===== src/rtl/rqs_mon_pkg.sv =====
package rqs_mon_pkg;
  localparam int ERR_W         = 4;
  localparam int ERR_VLD_DROP  = 0;
  localparam int ERR_HOLD      = 1;
  localparam int ERR_KEEP_MID  = 2;
  localparam int ERR_KEEP_TAIL = 3;
endpackage


===== src/rtl/rqs_pkt_tracker.sv =====
module rqs_pkt_tracker (
  input  logic clk,
  input  logic rst,
  input  logic valid,
  input  logic ready,
  input  logic last,
  output logic in_pkt,
  output logic drop_det,
  output logic first_drop
);
  logic poisoned;
  logic accept;

  assign accept     = valid && ready;
  assign drop_det   = in_pkt && !valid;
  assign first_drop = drop_det && !poisoned;

  always_ff @(posedge clk) begin
    if (rst) begin
      in_pkt   <= 1'b0;
      poisoned <= 1'b0;
    end else begin
      if (accept) in_pkt <= !last;
      if (accept && last) poisoned <= 1'b0;
      else if (drop_det)  poisoned <= 1'b1;
    end
  end

  AST_PKT_CLOSE: assert property (@(posedge clk) disable iff (rst)
    (valid && ready && last) |=> !in_pkt);
endmodule


===== src/rtl/rqs_hold_check.sv =====
module rqs_hold_check #(
  parameter int BUS_W = 32
) (
  input  logic             clk,
  input  logic             rst,
  input  logic             valid,
  input  logic             ready,
  input  logic [BUS_W-1:0] bus,
  output logic             change_det
);
  logic             stalled_q;
  logic [BUS_W-1:0] snap_q;

  always_ff @(posedge clk) begin
    if (rst) begin
      stalled_q <= 1'b0;
      snap_q    <= '0;
    end else begin
      stalled_q <= valid && !ready;
      snap_q    <= bus;
    end
  end

  assign change_det = stalled_q && valid && (bus != snap_q);
endmodule


===== src/rtl/rqs_keep_check.sv =====
module rqs_keep_check #(
  parameter int LANES = 2
) (
  input  logic             valid,
  input  logic             ready,
  input  logic             last,
  input  logic [LANES-1:0] keep,
  output logic             mid_det,
  output logic             tail_det
);
  logic [LANES-1:0] rise;
  logic             accept;

  assign accept = valid && ready;

  // A lane is a rise when it is kept but the lane below is not; lane 0 counts when it is empty.
  assign rise[0] = !keep[0];
  for (genvar i = 1; i < LANES; i++) begin : g_lane
    assign rise[i] = keep[i] && !keep[i-1];
  end

  assign mid_det  = accept && !last && !(&keep);
  assign tail_det = accept &&  last && (|rise);
endmodule


===== src/rtl/rqs_framing_monitor.sv =====
module rqs_framing_monitor
  import rqs_mon_pkg::*;
#(
  parameter int DATA_W = 64,
  parameter int USER_W = 16
) (
  input  logic                clk,
  input  logic                rst,
  input  logic                clr_i,
  input  logic                s_valid,
  input  logic                s_ready,
  input  logic [DATA_W-1:0]   s_data,
  input  logic [DATA_W/32-1:0] s_keep,
  input  logic                s_last,
  input  logic [USER_W-1:0]   s_user,
  output logic [ERR_W-1:0]    err_o,
  output logic                nullify_o,
  output logic                in_pkt_o
);
  localparam int LANES = DATA_W / 32;
  localparam int BUS_W = DATA_W + LANES + 1 + USER_W;

  logic             drop_det, first_drop, change_det, mid_det, tail_det;
  logic [ERR_W-1:0] det;

  rqs_pkt_tracker u_trk (
    .clk(clk), .rst(rst), .valid(s_valid), .ready(s_ready), .last(s_last),
    .in_pkt(in_pkt_o), .drop_det(drop_det), .first_drop(first_drop)
  );

  rqs_hold_check #(.BUS_W(BUS_W)) u_hold (
    .clk(clk), .rst(rst), .valid(s_valid), .ready(s_ready),
    .bus({s_data, s_keep, s_last, s_user}), .change_det(change_det)
  );

  rqs_keep_check #(.LANES(LANES)) u_keep (
    .valid(s_valid), .ready(s_ready), .last(s_last), .keep(s_keep),
    .mid_det(mid_det), .tail_det(tail_det)
  );

  always_comb begin
    det                = '0;
    det[ERR_VLD_DROP]  = drop_det;
    det[ERR_HOLD]      = change_det;
    det[ERR_KEEP_MID]  = mid_det;
    det[ERR_KEEP_TAIL] = tail_det;
  end

  always_ff @(posedge clk) begin
    if (rst) begin
      err_o     <= '0;
      nullify_o <= 1'b0;
    end else begin
      err_o     <= (clr_i ? '0 : err_o) | det;
      nullify_o <= first_drop;
    end
  end

  AST_NULL_SINGLE: assert property (@(posedge clk) disable iff (rst)
    nullify_o |=> !nullify_o);
  AST_NULL_FLAGGED: assert property (@(posedge clk) disable iff (rst)
    nullify_o |-> err_o[ERR_VLD_DROP]);
  AST_STICKY: assert property (@(posedge clk) disable iff (rst)
    !clr_i |=> ((err_o & $past(err_o)) == $past(err_o)));
  AST_HOLD_CAUSE: assert property (@(posedge clk) disable iff (rst)
    $rose(err_o[ERR_HOLD]) |-> ($past(s_valid) && $past(s_valid && !s_ready, 2)));
  AST_MID_CAUSE: assert property (@(posedge clk) disable iff (rst)
    $rose(err_o[ERR_KEEP_MID]) |-> $past(s_valid && s_ready && !s_last));
  AST_TAIL_CAUSE: assert property (@(posedge clk) disable iff (rst)
    $rose(err_o[ERR_KEEP_TAIL]) |-> $past(s_valid && s_ready && s_last));
endmodule


===== config.mk =====
export PLATFORM = sky130hd
export DESIGN_NAME = rqs_framing_monitor
export DESIGN_NICKNAME = d
export VERILOG_FILES = /design/src/rtl/rqs_mon_pkg.sv /design/src/rtl/rqs_pkt_tracker.sv /design/src/rtl/rqs_hold_check.sv /design/src/rtl/rqs_keep_check.sv /design/src/rtl/rqs_framing_monitor.sv
export SDC_FILE = /design/constraint.sdc
export NUM_CORES = 1
export LEC_CHECK = 0
export BUFFER_PORTS_ARGS = -buffer_cell sky130_fd_sc_hd__buf_2
export CAP_MARGIN = 10
export CORE_ASPECT_RATIO = 1.5
export CORE_UTILIZATION = 30
export DETAILED_ROUTE_END_ITERATION = 12
export SLEW_MARGIN = 20
export SYNTH_ARGS = -nofsm -noshare
export SYNTH_HDL_FRONTEND = slang
export SYNTH_SLANG_ARGS = --single-unit
export TNS_END_PERCENT = 5

===== constraint.sdc =====
create_clock -name clk -period 1.2 [get_ports clk]
set_input_delay 0.24 -clock clk [delete_from_list [all_inputs] [get_ports clk]]
set_output_delay 0.24 -clock clk [all_outputs]
set_load 0.1 [all_outputs]

==> impl.org <==
** Critical path
- Type of destination of the critical path :: flip-flop
- Worst Setup Path Type :: reg2reg
- Largest stage delay on the critical path :: 0.33 ns
- Walking the worst path, the cells encountered are xor2_1 > nor4_2 > nand4_1 > nor4_4 > a311oi_1.
- Data arrival time of the critical path :: 1.78 ns
- Startpoint class of the critical path :: flip-flop
- At the worst endpoint, the required time is around 1.4 ns.
- Standard cell with the maximum stage delay on the critical path :: sky130_fd_sc_hd__nor4_4
- Biggest fanout along the worst timing path :: 1

** Synthesis
- Summing the sequential cell areas from Yosys gives between 50% and 60% of the chip area.
- Synthesized instance count :: 317
- Total nets after synthesis :: ~400
- The largest total area in the synthesized netlist belongs to sky130_fd_sc_hd__dfxtp_1.
- The synthesized design contains about 90 register bits.
- Averaged over all synthesized cells, the footprint is between 10 and 15 um2.
- The synthesized netlist occupies a cell area of 0.00340 mm2.
- Yosys mapped the design onto 20 distinct sky130hd cell types.
- Warnings from Yosys :: 0
- Portion of synthesized cell area occupied by the leading cell type :: between 50 and 60%
- Area contributors post-synth :: sky130_fd_sc_hd__dfxtp_1 (54%), sky130_fd_sc_hd__nor2b_1 (15%), sky130_fd_sc_hd__xor2_1 (15%), sky130_fd_sc_hd__xnor2_1 (5.9%), sky130_fd_sc_hd__nor4_1 (2.8%)

** Placement
- Input and output buffers added on the ports amount to a little over 90.
- Post-Place Setup Slack :: -0.635 ns
- At the end of routability-driven placement, the weighted congestion stood at between 0.7 and 0.8.
- Dpl hpwl :: approximately 5200 um

** Floorplan
- During I/O placement, the number of pins put on the boundary was 94.
- The total area inside the core boundary comes to approximately 0.011 mm2.
- Floorplan die area :: between 0.01 and 0.015 mm2
- Die width :: between 80 and 90 um
- For this configuration, the core starts out at a cell density of 30.8%.
- # rows :: 47
- Die outline height :: around 130 um

** STA
- In the finished design, the share of the clock period the worst path needs comes to 132%.
- On the final layout, the worst clock skew is 0.00562 ns.
- Setup violations remaining at the end of the flow were counted as 1.
- Total negative slack for setup checks :: -0.378 ns
- Slew headroom :: approximately 75%
- At the pin with the least slew margin, the transition time is roughly 0.37 ns.
- Endpoints failing hold :: 0
- Worst-case setup margin in the final layout :: -0.378 ns
- Final count of pins violating max slew :: 0
- RSZ-0062 raised after global routing :: true
- Max Clk Rate :: about 0.63 GHz
- Counting I/O delays and the setup requirement, the final critical path takes ~1.6 ns.

** Clocking
- CTS placed an instance of sky130_fd_sc_hd__clkbuf_16 at the clock tree root.
- No sink is reached through more buffers than the 2 on the longest clock path.
- Clock latency on the worst-skew pair, taken at its later pin, is 0.33 ns.
- TritonCTS built the clock tree.
- Total CTS buffers :: 9
- After clock tree synthesis, the clock-pin slew on the worst setup and hold paths is about 0.070 ns.
- Post-CTS repair timing setup buffer count :: 0
- CTS sink cnt :: around 90
- Depth of the CTS H-tree :: 3

** Detailed routing
- The first detailed-routing pass took 4 iterations.
- Routed WL per cell :: about 12 um
- For this run, design rule violations remaining after detail routing come to 0.
- Detailed-route via count :: 2393
- Using the TritonRoute via totals, the vias-per-cell ratio works out to approximately 4.2.
- DRT iter0 DRCs :: 39
- In this run the remaining antenna-violating nets after routing total 0.
- Sum of routed wire length over all layers :: 6900 um

** Pwr
- Net switching is between 20% and 30% of the power.
- Leakage :: 1.94 nW
- Areal power density over the cells :: between 1000 and 1500 mW/mm2
- For this design the total switching power over the nets is 1.55 mW.
- After layout, the design draws a total of ~6.8 mW.
- Relative contribution of combinational cells to total power :: a little over a tenth
- The clock network is responsible for 41.3% of the overall power.
- Internal power :: around 5.2 mW
- Sequential share of power :: a little under half
- Worst voltage drop across the vdd grid :: roughly 760 uV

** Cells and area
- Area grow syn2layout :: 32.9%
- Layout filler cell count :: roughly 1100
- Leaving out fill and tap cells, the most frequent cells in the layout are sky130_fd_sc_hd__dfxtp_1 (88), sky130_fd_sc_hd__buf_2 (87), sky130_fd_sc_hd__nor2b_1 (84).
- In the final layout, the multi-input gates occupy 0.00158 mm2.
- For this run, the post-layout net count is approximately 510.
- N_diodes :: 0
- Sequential standard cell area :: about 0.0018 mm2
- Share of cells above drive strength 1 :: approximately 30%
- Most common cell after layout, fill and taps aside :: sky130_fd_sc_hd__dfxtp_1

** Flow run
- Max-cap violations in this run came to 0.

** Worst hold path
- Hold Crit Class :: in2reg

** GRT
- All-layer global routing usage :: 12.9%
- The via count of the first global-routing pass came to between 2000 and 3000.
- The first global-routing pass estimated 11500 um of wire.
- Initial antenna violation count :: 0
- Entering global routing, the biggest net connects 60 pins.
- For this run the aggregate overflow at the end of global routing stands at 0.

** Outcome
- The flow ran to the end, but the final reports show violations.
- The final reports fail on setup timing.
[Yosys cell counts]
| cell type | number |
|---|---|
| sky130_fd_sc_hd__dfxtp_1 | 91 |
| sky130_fd_sc_hd__nor2b_1 | 84 |
| sky130_fd_sc_hd__xor2_1 | 60 |
| sky130_fd_sc_hd__xnor2_1 | 23 |
| sky130_fd_sc_hd__nor4_1 | 15 |
| sky130_fd_sc_hd__clkbuf_1 | 9 |
| sky130_fd_sc_hd__nand4_1 | 8 |
| sky130_fd_sc_hd__a21oi_1 | 6 |
| sky130_fd_sc_hd__nor3_1 | 4 |
| sky130_fd_sc_hd__nand2_1 | 3 |
| sky130_fd_sc_hd__nor2_1 | 3 |
| sky130_fd_sc_hd__a311oi_1 | 2 |
| sky130_fd_sc_hd__nand3_1 | 2 |
| sky130_fd_sc_hd__a211oi_1 | 1 |
| sky130_fd_sc_hd__buf_1 | 1 |
| sky130_fd_sc_hd__inv_1 | 1 |
| sky130_fd_sc_hd__nand2b_1 | 1 |
| sky130_fd_sc_hd__nand3_4 | 1 |
| sky130_fd_sc_hd__nor3b_1 | 1 |
| sky130_fd_sc_hd__or3_1 | 1 |
[cells by family (layout without fill, tap and decap cells)]
| group | Yosys count | count (layout) | synth area share [%] |
|---|---|---|---|
| flip-flops | 91 | 91 | 53.5 |
| buffers and inverters | 11 | 118 | 1.21 |
| AND/OR/NAND/NOR | 123 | 123 | 22.3 |
| AO/OA/AOI/OAI | 9 | 9 | 1.62 |
| XOR/XNOR | 83 | 83 | 21.4 |
[sequential cells by signal, indices dropped and copies added (netlist names)]
register,flops
err_o,4
u_hold.stalled_q,1
u_trk.in_pkt,1
nullify_o,1
u_hold.snap_q,83
u_trk.poisoned,1
[layer usage]
metal	track usage [%]	share of wire, %	vias up
met5	0	0	-
met4	6.17	2.5	0
met3	2.81	3.4	11
met2	22.9	54	53
met1	14.1	40	1105
li1	-	-	1224
[stage by stage]
stage	utilization [%]	area (um2)	cells	hold slack, ns
final	40.9	4520	571	0.139
after global routing	40.9	4520	571	0.139
after CTS	40.7	4500	571	0.124
after detailed placement	37.8	4180	555	0.422
after global placement	37.8	4180	555	0.411
after floorplan	-	3410	317	0.316
[power groups by stage]
stage | sequential (mW) | clock [mW] | combinational (mW)
after floorplan | 3.35 | 0 | 0.365
after detailed placement | 3.32 | 0 | 0.721
after global routing | 3.26 | 3.02 | 0.811
after global placement | 3.31 | 0 | 0.707
after CTS | 3.25 | 2.89 | 0.731
final | 3.25 | 2.80 | 0.727
[path summary, 6_finish.rpt]
kind                                              startpoint                           end  slack (ns)  cells after the start
worst min register to register   u_trk.poisoned$_SDFFE_PP0P_          nullify_o$_SDFF_PP0_        0.43                      1
worst min-delay path                              s_data[22]  u_hold.snap_q[41]$_SDFF_PP0_        0.14                      2
worst max-delay path            u_hold.snap_q[76]$_SDFF_PP0_           err_o[1]$_SDFF_PP0_       -0.38                      5
worst max register to register  u_hold.snap_q[76]$_SDFF_PP0_           err_o[1]$_SDFF_PP0_       -0.38                      5
[area by class of cell]
type,instances,share of cell area [%]
clock buffer,12,5.45
timing repair buffer,101,14.0
inverter,1,0.0830
multi-input combinational,215,34.9
tap,147,4.07
clock inverter,4,1.11
sequential,91,40.4
[what timing repair did]
item / CTS / global route
endpoints found under the setup margin: 2 / 2
hold buffers: 0 / 0
cloned: 0 / 0
pin swaps: 4 / 1
resized for setup: 4 / 4
[worst max-delay path, delay by kind of cell (launching register included)]
kind	cells	cell delay, ns
AND/OR/NAND/NOR	3	0.88
XOR/XNOR	1	0.16
AO/OA/AOI/OAI	1	0.12
flip-flops	1	0.30
Power figures use the tool's default switching activity.
